$ cat src/rtl/ddr2_tmr_pkg.sv
package ddr2_tmr_pkg;
  typedef enum logic [1:0] {MODE_RUN, MODE_SREF, MODE_PDN} pmode_e;

  function automatic int unsigned ps_to_cyc(int unsigned ps, int unsigned clk_ps);
    return (ps + clk_ps - 1) / clk_ps;
  endfunction

  function automatic int unsigned max2(int unsigned a, int unsigned b);
    return (a > b) ? a : b;
  endfunction
endpackage

$ cat src/rtl/rfsh_interval.sv
module rfsh_interval #(
  parameter int unsigned COOL_CYC = 1560,
  parameter int unsigned HOT_CYC  = 780,
  parameter int unsigned OWED_MAX = 8,
  parameter int unsigned IV_W     = 11,
  parameter int unsigned OW_W     = 4
) (
  input  logic            clk_i,
  input  logic            rst_ni,
  input  logic            cnt_en_i,
  input  logic            reload_i,
  input  logic            hot_i,
  input  logic            dec_i,
  input  logic            clr_i,
  output logic [OW_W-1:0] owed_o
);
  logic [IV_W-1:0] iv_q, reload_val;
  logic [OW_W-1:0] owed_q, owed_d;
  logic            expire;

  assign expire     = cnt_en_i && (iv_q == '0);
  assign reload_val = hot_i ? IV_W'(HOT_CYC - 1) : IV_W'(COOL_CYC - 1);

  always_comb begin
    int s;
    s = int'(owed_q) + int'(expire) - int'(dec_i && (owed_q != '0));
    if (s > int'(OWED_MAX)) s = int'(OWED_MAX);
    owed_d = clr_i ? '0 : OW_W'(s);
  end

  always_ff @(posedge clk_i or negedge rst_ni) begin
    if (!rst_ni) begin
      iv_q   <= IV_W'(COOL_CYC - 1);
      owed_q <= '0;
    end else begin
      if (reload_i || expire) iv_q <= reload_val;
      else if (cnt_en_i)      iv_q <= iv_q - 1'b1;
      owed_q <= owed_d;
    end
  end

  assign owed_o = owed_q;


  owed_cap_chk: assert property (@(posedge clk_i) disable iff (!rst_ni)
    owed_q <= OW_W'(OWED_MAX));

  owed_inc_chk: assert property (@(posedge clk_i) disable iff (!rst_ni)
    (expire && !dec_i && !clr_i && owed_q < OW_W'(OWED_MAX)) |=> owed_q == $past(owed_q) + 1'b1);

  iv_range_chk: assert property (@(posedge clk_i) disable iff (!rst_ni)
    iv_q <= IV_W'(COOL_CYC - 1));

  iv_frozen_chk: assert property (@(posedge clk_i) disable iff (!rst_ni)
    (!cnt_en_i && !reload_i) |=> $stable(iv_q));
endmodule

$ cat src/rtl/recov_timer.sv
module recov_timer #(
  parameter int unsigned W = 8
) (
  input  logic         clk_i,
  input  logic         rst_ni,
  input  logic         load_i,
  input  logic [W-1:0] val_i,
  output logic         done_o
);
  logic [W-1:0] cnt_q, dec;

  assign dec = (cnt_q == '0) ? '0 : cnt_q - 1'b1;

  // a new wait never shortens a pending one
  always_ff @(posedge clk_i or negedge rst_ni) begin
    if (!rst_ni)                     cnt_q <= '0;
    else if (load_i && val_i > dec)  cnt_q <= val_i;
    else                             cnt_q <= dec;
  end

  assign done_o = (cnt_q == '0);


  load_hold_chk: assert property (@(posedge clk_i) disable iff (!rst_ni)
    load_i |=> cnt_q >= $past(val_i));

  no_grow_chk: assert property (@(posedge clk_i) disable iff (!rst_ni)
    !load_i |=> cnt_q <= $past(cnt_q));
endmodule

$ cat src/rtl/pwr_state.sv
module pwr_state
  import ddr2_tmr_pkg::*;
#(
  parameter int unsigned CKE_CYC = 3
) (
  input  logic   clk_i,
  input  logic   rst_ni,
  input  logic   sr_enter_i,
  input  logic   sr_exit_i,
  input  logic   pd_enter_i,
  input  logic   pd_exit_i,
  input  logic   pd_active_i,
  output pmode_e mode_o,
  output logic   pd_kind_o,
  output logic   sr_enter_acc_o,
  output logic   sr_exit_acc_o,
  output logic   pd_exit_acc_o
);
  localparam int unsigned DW_W = $clog2(CKE_CYC + 1);

  pmode_e          mode_q, mode_d;
  logic [DW_W-1:0] dwell_q;
  logic            dwell_ok, pd_enter_acc, chg, pd_kind_q;

  assign dwell_ok       = dwell_q >= DW_W'(CKE_CYC - 1);
  assign sr_enter_acc_o = (mode_q == MODE_RUN) && sr_enter_i && dwell_ok;
  assign pd_enter_acc   = (mode_q == MODE_RUN) && !sr_enter_i && pd_enter_i && dwell_ok;
  assign sr_exit_acc_o  = (mode_q == MODE_SREF) && sr_exit_i && dwell_ok;
  assign pd_exit_acc_o  = (mode_q == MODE_PDN) && pd_exit_i && dwell_ok;
  assign chg            = sr_enter_acc_o || pd_enter_acc || sr_exit_acc_o || pd_exit_acc_o;

  always_comb begin
    mode_d = mode_q;
    if (sr_enter_acc_o)                     mode_d = MODE_SREF;
    else if (pd_enter_acc)                  mode_d = MODE_PDN;
    else if (sr_exit_acc_o || pd_exit_acc_o) mode_d = MODE_RUN;
  end

  always_ff @(posedge clk_i or negedge rst_ni) begin
    if (!rst_ni) begin
      mode_q    <= MODE_RUN;
      dwell_q   <= DW_W'(CKE_CYC - 1);
      pd_kind_q <= 1'b0;
    end else begin
      mode_q <= mode_d;
      if (chg)            dwell_q <= '0;
      else if (!dwell_ok) dwell_q <= dwell_q + 1'b1;
      if (pd_enter_acc)   pd_kind_q <= pd_active_i;
    end
  end

  assign mode_o    = mode_q;
  assign pd_kind_o = pd_kind_q;


  cke_dwell_chk: assert property (@(posedge clk_i) disable iff (!rst_ni)
    (mode_q != $past(mode_q)) |-> $past(dwell_q) >= DW_W'(CKE_CYC - 1));

  sref_hold_chk: assert property (@(posedge clk_i) disable iff (!rst_ni)
    (mode_q == MODE_SREF && !sr_exit_i) |=> mode_q == MODE_SREF);
endmodule

$ cat src/rtl/ddr2_rfsh_timer.sv
module ddr2_rfsh_timer
  import ddr2_tmr_pkg::*;
#(
  parameter int unsigned CLK_PS      = 5000,
  parameter int unsigned REFI_PS     = 7_800_000,
  parameter int unsigned RFC_PS      = 127_500,
  parameter int unsigned XS_EXTRA_PS = 10_000,
  parameter int unsigned XSRD_CYC    = 200,
  parameter int unsigned XP_CYC      = 2,
  parameter int unsigned XARD_CYC    = 2,
  parameter int unsigned SLOW_BASE   = 8,
  parameter int unsigned CKE_CYC     = 3,
  parameter int unsigned OWED_MAX    = 8,
  parameter int unsigned AL_W        = 3
) (
  input  logic                             clk_i,
  input  logic                             rst_ni,
  input  logic                             hot_i,
  input  logic                             ref_ack_i,
  input  logic                             sr_enter_i,
  input  logic                             sr_exit_i,
  input  logic                             pd_enter_i,
  input  logic                             pd_exit_i,
  input  logic                             pd_active_i,
  input  logic                             slow_exit_i,
  input  logic [AL_W-1:0]                  al_i,
  output logic                             ref_req_o,
  output logic [$clog2(OWED_MAX+1)-1:0]    ref_owed_o,
  output logic                             ready_nr_o,
  output logic                             ready_rd_o
);
  localparam int unsigned COOL_CYC = ps_to_cyc(REFI_PS, CLK_PS);
  localparam int unsigned HOT_CYC  = ps_to_cyc(REFI_PS / 2, CLK_PS);
  localparam int unsigned RFC_CYC  = ps_to_cyc(RFC_PS, CLK_PS);
  localparam int unsigned XSNR_CYC = ps_to_cyc(RFC_PS + XS_EXTRA_PS, CLK_PS);
  localparam int unsigned REC_MAX  = max2(max2(RFC_CYC, XSNR_CYC),
                                          max2(XSRD_CYC, max2(max2(XP_CYC, XARD_CYC), SLOW_BASE)));
  localparam int unsigned REC_W    = $clog2(REC_MAX + 1);
  localparam int unsigned IV_W     = $clog2(COOL_CYC + 1);
  localparam int unsigned OW_W     = $clog2(OWED_MAX + 1);

  pmode_e           mode;
  logic             pd_kind, sr_enter_acc, sr_exit_acc, pd_exit_acc, ack_eff;
  logic             nr_done, rd_done, run;
  logic [REC_W-1:0] nr_val, rd_val, pd_rd_val;

  pwr_state #(.CKE_CYC(CKE_CYC)) u_state (
    .clk_i, .rst_ni, .sr_enter_i, .sr_exit_i, .pd_enter_i, .pd_exit_i, .pd_active_i,
    .mode_o(mode), .pd_kind_o(pd_kind), .sr_enter_acc_o(sr_enter_acc),
    .sr_exit_acc_o(sr_exit_acc), .pd_exit_acc_o(pd_exit_acc)
  );

  assign run     = (mode == MODE_RUN);
  assign ack_eff = ref_ack_i && run;

  rfsh_interval #(
    .COOL_CYC(COOL_CYC), .HOT_CYC(HOT_CYC), .OWED_MAX(OWED_MAX), .IV_W(IV_W), .OW_W(OW_W)
  ) u_ivl (
    .clk_i, .rst_ni, .cnt_en_i(mode != MODE_SREF), .reload_i(ack_eff || sr_exit_acc),
    .hot_i, .dec_i(ack_eff), .clr_i(sr_enter_acc), .owed_o(ref_owed_o)
  );

  always_comb begin
    if (!pd_kind)                                       pd_rd_val = REC_W'(XP_CYC);
    else if (!slow_exit_i)                              pd_rd_val = REC_W'(XARD_CYC);
    else if (int'(al_i) + int'(XARD_CYC) >= int'(SLOW_BASE)) pd_rd_val = REC_W'(XARD_CYC);
    else                                                pd_rd_val = REC_W'(int'(SLOW_BASE) - int'(al_i));
  end

  assign nr_val = ack_eff ? REC_W'(RFC_CYC) : sr_exit_acc ? REC_W'(XSNR_CYC) : REC_W'(XP_CYC);
  assign rd_val = ack_eff ? REC_W'(RFC_CYC) : sr_exit_acc ? REC_W'(XSRD_CYC) : pd_rd_val;

  recov_timer #(.W(REC_W)) u_nr (
    .clk_i, .rst_ni, .load_i(ack_eff || sr_exit_acc || pd_exit_acc), .val_i(nr_val), .done_o(nr_done)
  );
  recov_timer #(.W(REC_W)) u_rd (
    .clk_i, .rst_ni, .load_i(ack_eff || sr_exit_acc || pd_exit_acc), .val_i(rd_val), .done_o(rd_done)
  );

  assign ref_req_o  = (ref_owed_o != '0);
  assign ready_nr_o = nr_done && run;
  assign ready_rd_o = rd_done && run;


  rd_after_nr_chk: assert property (@(posedge clk_i) disable iff (!rst_ni)
    ready_rd_o |-> ready_nr_o);

  sr_exit_rd_chk: assert property (@(posedge clk_i) disable iff (!rst_ni)
    sr_exit_acc |=> !ready_rd_o);

  sref_clear_chk: assert property (@(posedge clk_i) disable iff (!rst_ni)
    (mode == MODE_SREF) |-> (ref_owed_o == '0));

  ack_block_chk: assert property (@(posedge clk_i) disable iff (!rst_ni)
    ack_eff |=> !ready_nr_o && !ready_rd_o);
endmodule

$ cat config.mk
export PLATFORM = sky130hd
export DESIGN_NAME = ddr2_rfsh_timer
export DESIGN_NICKNAME = d
export VERILOG_FILES = /design/src/rtl/ddr2_tmr_pkg.sv /design/src/rtl/rfsh_interval.sv /design/src/rtl/recov_timer.sv /design/src/rtl/pwr_state.sv /design/src/rtl/ddr2_rfsh_timer.sv
export SDC_FILE = /design/constraint.sdc
export NUM_CORES = 1
export LEC_CHECK = 0
export ABC_AREA = 1
export BUFFER_PORTS_ARGS = -buffer_cell sky130_fd_sc_hd__buf_2
export CAP_MARGIN = 20
export CORE_UTILIZATION = 25
export DETAILED_ROUTE_END_ITERATION = 12
export HOLD_SLACK_MARGIN = 0.02
export PLACE_DENSITY = 0.46
export SETUP_SLACK_MARGIN = 0.1
export SLEW_MARGIN = 30
export SYNTH_ARGS = -nofsm -noshare
export SYNTH_HDL_FRONTEND = slang
export SYNTH_HIERARCHICAL = 1
export SYNTH_SLANG_ARGS = --single-unit
$ cat constraint.sdc
create_clock -name clk_i -period 5.1 [get_ports clk_i]
set_input_delay 0.51 -clock clk_i [delete_from_list [all_inputs] [get_ports clk_i]]
set_output_delay 0.51 -clock clk_i [all_outputs]
set_load 0.02 [all_outputs]
Word-level counts from Yosys, hierarchy flattened. Index checks and enable logic that the tools add are counted.

Register bits: 36. Bits of input ports: 13. Output and inout port bits: 7. Logic and storage cells: 76.

Add/subtract/negate cells: 8. Magnitude comparators: 5. Eq/ne operators: 4. Mux-type cells: 21. Reduce and logical (&&, ||, !) cells: 31.

Operator list (number): 8-bit two-way mux (9); 11-bit two-way mux (3); 32-bit by 5-bit greater-than comparator with 1-bit output, second input constant (1); 1-bit logical AND (16); 8-bit zero test (2); 8-bit by 1-bit subtractor with 8-bit output, second input constant (2); 11-bit zero test (1); 11-bit by 1-bit subtractor with 11-bit output, second input constant (1); 2-bit two-way mux (5); 5-bit two-way mux (2); 5-bit by 8-bit greater-than comparator with 1-bit output (1); 8-bit greater-than comparator (1); 4-bit two-way mux (2); 1-bit logical OR (7); 5-bit by 1-bit subtractor with 6-bit output (1); 4-bit by 1-bit adder with 5-bit output (1); 4-bit by 3-bit subtractor with 5-bit output, first input constant (1); 3-bit by 2-bit adder with 4-bit output, second input constant (1); 4-bit >= comparator, second input constant (1); 4-bit nonzero test (1); 3-bit nonzero test (1); 2-bit by 1-bit adder with 2-bit output, second input constant (1); 2-bit by 1-bit equality test with 1-bit output, second input constant (1); 2-bit equality test, second input constant (1); other kinds (6) (6).

Longest topological paths before layout. Gate-level depths: netlist of run 1.

Word-level depth: 10. Gate-level depth with buffers: 19. Depth with buffers taken out: 19.

By module. Netlist of run 1, hierarchy kept.

Modules (own cells, without submodules): rfsh_interval (instances 1, cells each 150, area an instance 1098.6 µm², seq. area each 382.9 µm²); recov_timer at u_rd (instances 1, cells each 119, area an instance 803.3 µm², seq. area each 200.2 µm²); recov_timer at u_nr (instances 1, cells each 120, area an instance 790.8 µm², seq. area each 200.2 µm²); pwr_state (instances 1, cells each 34, area an instance 294.0 µm², seq. area each 126.4 µm²); ddr2_rfsh_timer (instances 1, cells each 45, area an instance 207.7 µm², seq. area each 0.0 µm²).

Worst setup path before layout of run 1. No wires, ideal clock.

Kind: register -> register. Start: register u_state.mode_q[1] (netlist: u_state/mode_o[1]). End: register u_ivl.owed_q[2] (netlist: u_ivl/owed_o[2]). Library setup time: 0.071 ns. Data arrival time: 2.434 ns. Data required time: 5.029 ns. Setup slack: 2.595 ns. Stages on the path, launching flop included: 18. Path buffers: 1. Clock period less this slack: 2.505 ns. Path through: dfrtp_1 > inv_1 > nand2_1 > buf_2 > inv_1 > nor4_1 > nand3b_1 > ha_1 > inv_1 > ha_1 > fa_1 > xnor2_1 > nand2_1 > nand3_1 > nand2_1 > nand2_1 > nand2_1 > nor2_1.

Cells in the longest elaborated chain, start to end: 7. Elaborated cells on any way between the ends: 12. Those cells by class: 2 x add/sub; 1 x order compare; 1 x eq/ne; 2 x mux; 6 x reduce/logical.

RTL lines: start: declaration (line pwr_state.sv:21) `pmode_e mode_q, mode_d;`; start signal: assignment (line pwr_state.sv:45) `mode_q <= mode_d;`; 2-bit by 1-bit inequality test with 1-bit output / 2-bit zero test (equally long branches) (line ddr2_rfsh_timer.sv:59, pwr_state.sv:26, ddr2_rfsh_timer.sv:53); 1-bit logical AND, on equally long branches (line rfsh_interval.sv:21, ddr2_rfsh_timer.sv:54); 4-bit by 1-bit adder with 5-bit output / 1-bit logical AND (equally long branches) (line rfsh_interval.sv:26) `s = int'(owed_q) + int'(expire) - int'(dec_i && (owed_q != '0));`; 5-bit by 1-bit subtractor with 6-bit output (line rfsh_interval.sv:26); 32-bit by 5-bit greater-than comparator with 1-bit output (line rfsh_interval.sv:27) `if (s > int'(OWED_MAX)) s = int'(OWED_MAX);`; 4-bit two-way mux (line rfsh_interval.sv:27); 4-bit two-way mux (*) (line rfsh_interval.sv:28) `owed_d = clr_i ? '0 : OW_W'(s);`; named net u_ivl.owed_d[2] (line rfsh_interval.sv:18) `logic [OW_W-1:0] owed_q, owed_d;`; end signal: assignment (line rfsh_interval.sv:38) `owed_q <= owed_d;`; end: declaration (line rfsh_interval.sv:18).

Mark *: on every way through the listed nets, which the timed path passes. The rest lies on a longest branch. A chain may end at the register's enable or synchronous reset.

Final worst setup path of run 1.
Start: register u_state.mode_q[1] (netlist: u_state/mode_o[1]). End: register u_ivl.owed_q[1] (netlist: u_ivl/owed_o[1]).

The elaborated chain is that of the path after synthesis.

==> results.md, run 1 <==
- Outcome: completed
- Largest family of logic cells by synthesized area: simple AND/OR/NAND/NOR gates
- Fraction of layout cells with a size suffix above 1: ~16%
- Grt ovf: 0
- Min Clock Period, post-route: 2810 ps
- Post-Synth Simple-Gate Area: between 30 and 40%
- Distinct cells, synth: 37
- P_leak: ~2.0 nW
- Global-route wire length before repair: 11700 microns
- Hold buffer count at CTS: 0
- Most frequent cells in the layout: 118 x nand2_1, 81 x inv_1, 66 x nor2_1
- Slew HR: about 45%
- Buf/Inv on CP: 3
- Pins Over Slew Limit: 0
- Cells along the critical path: inv_1 > nand2_1 > inv_1 > nor4_1 > nand3b_1 > ha_1 > inv_1 > ha_1 > fa_1 > xnor2_1 > nand2_1 > nand3_1 > nand2_1 > nand2_1 > nand2_1 > nor2_1
- CTS clk-pin slew, worst paths: ~60 ps
- Die span in y: roughly 120 microns
- Crit-path slowest cell: dfrtp_1
- Cts repair resizes: 0
- Post-synth EDFFs: 0
- Post-Synth Adder-Cell Area: 12.8%
- Die W: 115 microns
- Skew final: 9.11 ps
- IO Count: 20
- Final hold violation count: 0
- GP Congestion: roughly 0.84
- Post-CTS Setup Bufs: 0
- H-tree levels: 2
- HPWL after detailed placement: between 5000 and 6000 microns
- Req. time, crit path: between 5000 and 6000 ps
- Clock Tree Root: clkbuf_16
- Remaining routing DRC violations: 0
- Max-Cap Viols: 0
- Crit path top cell by count: nand2_1
- Max Root-Sink Buffers: 2
- Fmax achieved: around 360 MHz
- Post-synthesis mux area share: 0%
- Initial antenna violation count: 0
- Largest net degree at the start of global routing: 37
- Full die area: 13200 sq um
- Power Dens Cells: between 600 and 700 nW/um^2
- Endpoint class of the critical path: register
- Count of buffers from port buffering: 19
- Initial DRT Pass Iterations: 4
- CORE AREA: approximately 12000 sq um
- Register area share after synthesis: around 28%
- Ant diodes: 0
- Area delta synth->final: 15.7%
- Crit Path Category: register to register
- Starting Density: between 20% and 30%
- Min-Delay Path Class: input port to asynchronous set/reset pin
- Synth Flop Type: dfrtp_1
- FP Rows: 40
- Yosys warns: 6
- Top delay family on crit path: simple AND/OR/NAND/NOR gates
- Slew @ Worst Pin: ~820 ps
- RSZ-0062 raised after global routing: false
- XOR/XNOR Fraction of Synth Area: roughly 1.1%
- Via count: approximately 2700
- Worst vdd ir: between 0.0002 and 0.00025 V
- Clk Latency, worst-skew pair: 280 ps
- Final layout net count: 547
- Post-Syn Instances: between 400 and 500
- Setup slack after layout: 2290 ps
- Fillers: approximately 1400
- Commonest non-fill, non-tap cell in the layout: nand2_1
- Critical path arrival: roughly 3000 ps
- Crit path launch type: register
- Clk sink count: 36
- CTS tree: built
- Storage element area: around 910 sq um
- GRT Util Overall: between 10% and 20%
- WL/cell: between 9 and 10 microns
- DRT iter0 DRCs: 70
- Seq cells post-synth: 36
- Async SR Flop Fraction: 100%
- Vias per cell: slightly above 4
- Total chip power: 2.49 mW
- Post-Route Setup TNS: 0 ps
- Crit path max fanout: 8
- Vias in the first global route: 2701
- Worst slack at placement: 2310 ps
- CTS Buf Count: 5
- Endpoints failing setup: 0
- Routed WL: roughly 6500 microns
- Final period utilization: between 50% and 60%
- Post-route ant nets: 0
- Footprint of the multi-input gates: 1970 sq um
- Synthesized cell area: between 3000 and 4000 sq um
- Worst path max stage delay: about 420 ps
- Synth Area in Compound Gates: 7.21%
- Mean Syn Cell Area: just under 7 sq um
==> kinds of logic (layout without fill, tap and decap cells) <==
| group | after synthesis | after routing |
|---|---|---|
| simple gates | 269 | 269 |
| compound gates | 35 | 35 |
| buf+inv | 91 | 117 |
| flops | 36 | 36 |
| other cells | 1 | 10 |
| fa+ha+maj | 32 | 32 |
| xor+xnor | 4 | 4 |
==> flip-flops by register name, summed over array words and instances, names as in the netlist <==
name and flops:
u_ivl/iv_q 11, u_state/mode_o 2, u_ivl/owed_o 4, u_state/dwell_q 2, u_rd/cnt_q 8, u_state/pd_kind_o 1, u_nr/cnt_q 8
==> path summary, 6_finish.rpt <==
kind | to | cells past startpoint | from | slack [ps]
setup / recovery | u_ivl/owed_o[1] | 16 | u_state/mode_o[1] | 2290
hold / removal | u_ivl/owed_o[0] | 1 | rst_ni | 330
setup reg to reg | u_ivl/owed_o[1] | 16 | u_state/mode_o[1] | 2290
hold reg to reg | u_ivl/iv_q[5] | 1 | u_ivl/iv_q[5] | 520
max in group asynchronous | u_rd/cnt_q[1] | 1 | rst_ni | 4250
min in group clk_i | u_state/pd_kind_o | 3 | pd_active_i | 460
==> per-layer routing <==
layer	part of all wire, %	track usage [%]	vias up
met1	49	13.9	1191
met4	0.93	3.12	0
li1	-	-	1514
met3	2.1	1.79	4
met5	0	0	-
met2	48	19.3	24
==> synthesized netlist by cell type (5+ instances only) <==
cell type / n / area [sq um]
nor2_2: 8 / 50.1
inv_2: 7 / 26.3
a21oi_1: 16 / 80.1
nor3_1: 7 / 35.0
inv_1: 81 / 304
nand3_1: 36 / 180
nor2_1: 66 / 248
dfrtp_1: 29 / 726
o21ai_1: 5 / 25.0
nor2_4: 11 / 124
nand2_1: 118 / 443
nand2_2: 7 / 43.8
dfstp_2: 7 / 184
ha_1: 31 / 388
==> report_power, final <==
part | switching (mW) | internal (mW)
sequential | 0.128 | 0.444
combinational | 1.00 | 0.566
clock | 0.117 | 0.229
==> per-stage QoR <==
step,hold WS (ps),instances,instance area [sq um],utilization (%)
floorplan,214,477,3230,-
global placement,509,663,3530,28.9
detailed placement,517,663,3530,28.9
CTS,355,671,3700,30.3
global route,395,671,3700,30.3
finish,331,671,3700,30.3
==> cell type report <==
cell class / count / area share [%]
timing repair buffer: 19 / 2.57
inverter: 90 / 9.21
sequential: 36 / 24.6
clock inverter: 3 / 1.15
tap: 168 / 5.69
multi-input combinational: 350 / 53.4
clock buffer: 5 / 3.39
Power figures use the tool's default switching activity.
==> run 2: changes to the inputs <==
==> constraint.sdc (replaced) <==
create_clock -name clk_i -period 2.7 [get_ports clk_i]
set_input_delay 0.27 -clock clk_i [delete_from_list [all_inputs] [get_ports clk_i]]
set_output_delay 0.27 -clock clk_i [all_outputs]
set_load 0.02 [all_outputs]
==> results.md, run 2 (synthesis gave the netlist of run 1 again) <==
- Via count: 2782 (was 2733)
- Full die area: 13200 sq um (unchanged)
- Clock Tree Root: clkbuf_16 (unchanged)
- Routed WL: 6620 microns (was 6490 microns)
- Worst slack at placement: 94.6 ps (was 2310 ps)
- Clk Latency, worst-skew pair: 280 ps (about the same)
- Vias per cell: 4.03 (was 4.07)
- Commonest non-fill, non-tap cell in the layout: nand2_1 (unchanged)
- Power Dens Cells: 1290 nW/um^2 (was 673 nW/um^2)
- Crit path launch type: register (unchanged)
- FP Rows: 40 (unchanged)
- Slew @ Worst Pin: 813 ps (was 825 ps)
- CTS clk-pin slew, worst paths: 60 ps (about the same)
- DRT iter0 DRCs: 51 (was 70)
- GRT Util Overall: 11.0% (about the same)
- Post-DP Area: 3550 sq um (was 3530 sq um)
- Top delay family on crit path: adder cells (was simple AND/OR/NAND/NOR gates)
- Remaining routing DRC violations: 0 (unchanged)
- Final hold violation count: 0 (unchanged)
- Initial antenna violation count: 0 (unchanged)
- P_leak: 2.05 nW (was 1.97 nW)
- Grt ovf: 0 (unchanged)
- Most frequent cells in the layout: 117 x nand2_1, 75 x inv_1, 60 x nor2_1 (was 118 x nand2_1, 81 x inv_1, 66 x nor2_1)
- Total chip power: 5.04 mW (was 2.49 mW)
- Max Root-Sink Buffers: 2 (unchanged)
- Starting Density: 26.2% (unchanged)
- Slew HR: 45.8% (was 45.0%)
- H-tree levels: 2 (unchanged)
- Req. time, crit path: 2870 ps (was 5320 ps)
- Max-Cap Viols: 0 (unchanged)
- Final instance area: 3900 sq um (was 3700 sq um)
- CORE AREA: 12200 sq um (unchanged)
- Non-Filler Instances: 690 (was 671)
- Fmax achieved: 390 MHz (was 355 MHz)
- Regs by FF count: u_ivl/iv_q: 11 flops, u_nr/cnt_q: 8 flops, u_rd/cnt_q: 8 flops (unchanged)
- RSZ-0062 raised after global routing: true (was false)
- Min-Delay Path Class: input port to asynchronous set/reset pin (unchanged)
- Die W: 115 microns (unchanged)
- Clk sink count: 36 (unchanged)
- Outcome: completed (unchanged)
- Global-route wire length before repair: 11700 microns (about the same)
- Crit-path slowest cell: fa_2 (was dfrtp_1)
- Min Clock Period, post-route: 2570 ps (was 2810 ps)
- Largest net degree at the start of global routing: 37 (unchanged)
- Post-route ant nets: 0 (unchanged)
- Area delta synth->final: 22.0% (was 15.7%)
- HPWL after detailed placement: 5270 microns (was 5390 microns)
- Worst Hold Slack: 90.8 ps (was 331 ps)
- CTS tree: built (unchanged)
- WL/cell: 9.59 microns (was 9.67 microns)
- Crit Path Category: register to register (unchanged)
- Fraction of layout cells with a size suffix above 1: 22.6% (was 16.1%)
- Die span in y: 115 microns (unchanged)
- IO Count: 20 (unchanged)
- Placed cell count: 666 (was 663)
- Worst vdd ir: 0.000549 V (was 0.000237 V)
- GP Congestion: 0.822 (was 0.841)
- Final layout net count: 566 (was 547)
- Crit path max fanout: 3 (was 8)
- Final period utilization: 95.1% (was 55.2%)
- Buf/Inv on CP: 3 (unchanged)
- Worst path max stage delay: 560 ps (was 420 ps)
- Pins Over Slew Limit: 0 (unchanged)
- Endpoint class of the critical path: register (unchanged)
- Initial DRT Pass Iterations: 4 (unchanged)
- CTS Buf Count: 5 (unchanged)
- Ant diodes: 0 (unchanged)
- Skew final: 5.66 ps (was 9.11 ps)
- Vias in the first global route: 2678 (was 2701)
- Setup slack after layout: 133 ps (was 2290 ps)
- Count of buffers from port buffering: 19 (unchanged)
- Most flops, register: u_ivl/iv_q (unchanged)
- Cells along the critical path: inv_2 > ha_4 > inv_2 > nor4_2 > nand3b_1 > ha_1 > inv_2 > ha_4 > fa_2 > nor2_2 > nand2_1 > nand3_1 > nand2_1 > nand2_1 > nand2_2 > nor2_2 (was inv_1 > nand2_1 > inv_1 > nor4_1 > nand3b_1 > ha_1 > inv_1 > ha_1 > fa_1 > xnor2_1 > nand2_1 > nand3_1 > nand2_1 > nand2_1 > nand2_1 > nor2_1)
- Endpoints failing setup: 0 (unchanged)
- Largest register FFs: 11 (unchanged)
- Critical path arrival: 2740 ps (was 3030 ps)
[run 2: cell count changes in the layout (fill, tap and decap cells not counted), moves of 2 or more]
cell / previous run / this run
buf_4: 0 / 18
clkbuf_1: 0 / 2
ha_1: 31 / 27
ha_2: 0 / 2
ha_4: 0 / 2
inv_1: 81 / 75
inv_2: 7 / 12
nor2_1: 66 / 60
nor2_2: 8 / 14
[run 2: final timing paths]
kind | startpoint | to | slack (ps) | cells past startpoint
setup / recovery | u_ivl/iv_q[1] | u_ivl/owed_o[2] | 130 | 16
setup reg to reg | u_ivl/iv_q[1] | u_ivl/owed_o[2] | 130 | 16
max in group asynchronous | rst_ni | u_rd/cnt_q[0] | 2100 | 1
hold reg to reg | u_ivl/iv_q[5] | u_ivl/iv_q[5] | 510 | 1
min in group clk_i | pd_active_i | u_state/pd_kind_o | 230 | 3
hold / removal | rst_ni | u_ivl/iv_q[8] | 90 | 1
[run 2: metal layers]
metal	up-vias	GRT usage, %	part of all wire [%]
met2	25	18.7	47
met3	9	1.85	2.4
met4	0	3.72	1.7
met1	1206	14.0	49
li1	1542	-	-
met5	-	0	0
[run 2: power breakdown]
group | internal, mW | switching [mW] | total [mW]
Combinational | 1.35 | 2.01 | 3.36
Clock | 0.368 | 0.214 | 0.582
Sequential | 0.840 | 0.248 | 1.09
[run 2: area by class of cell]
| cell class | instances | area [sq um] |
|---|---|---|
| fill | 1345 | 8310 |
| multi-input combinational | 350 | 2040 |
| sequential | 36 | 910 |
| inverter | 90 | 344 |
| timing repair buffer | 38 | 250 |
| tap | 168 | 210 |
| clock buffer | 8 | 146 |
[run 2: worst register-to-register path: cells and delay by family, from the launching register on]
kind,cells,cell delay (ps)
simple gates,9,770
buf+inv,3,150
fa+ha+maj,4,1150
flops,1,380
[run 2: what timing repair did]
| action | 4_1_cts | 5_1_grt |
|---|---|---|
| resized for setup | 1 | 21 |
| hold buffers | 0 | 0 |
| endpoints found under the setup margin | 3 | 20 |
| buffers inserted | 2 | 14 |
| gates cloned | 0 | 0 |
| pin swaps | 1 | 16 |
[run 2: metrics by stage]
stage               setup TNS [ps]  util, %
floorplan                        0        -
global route                  -150     31.9
finish                           0     31.9
detailed placement               0     29.1
global placement                 0     29.1
CTS                              0     30.4
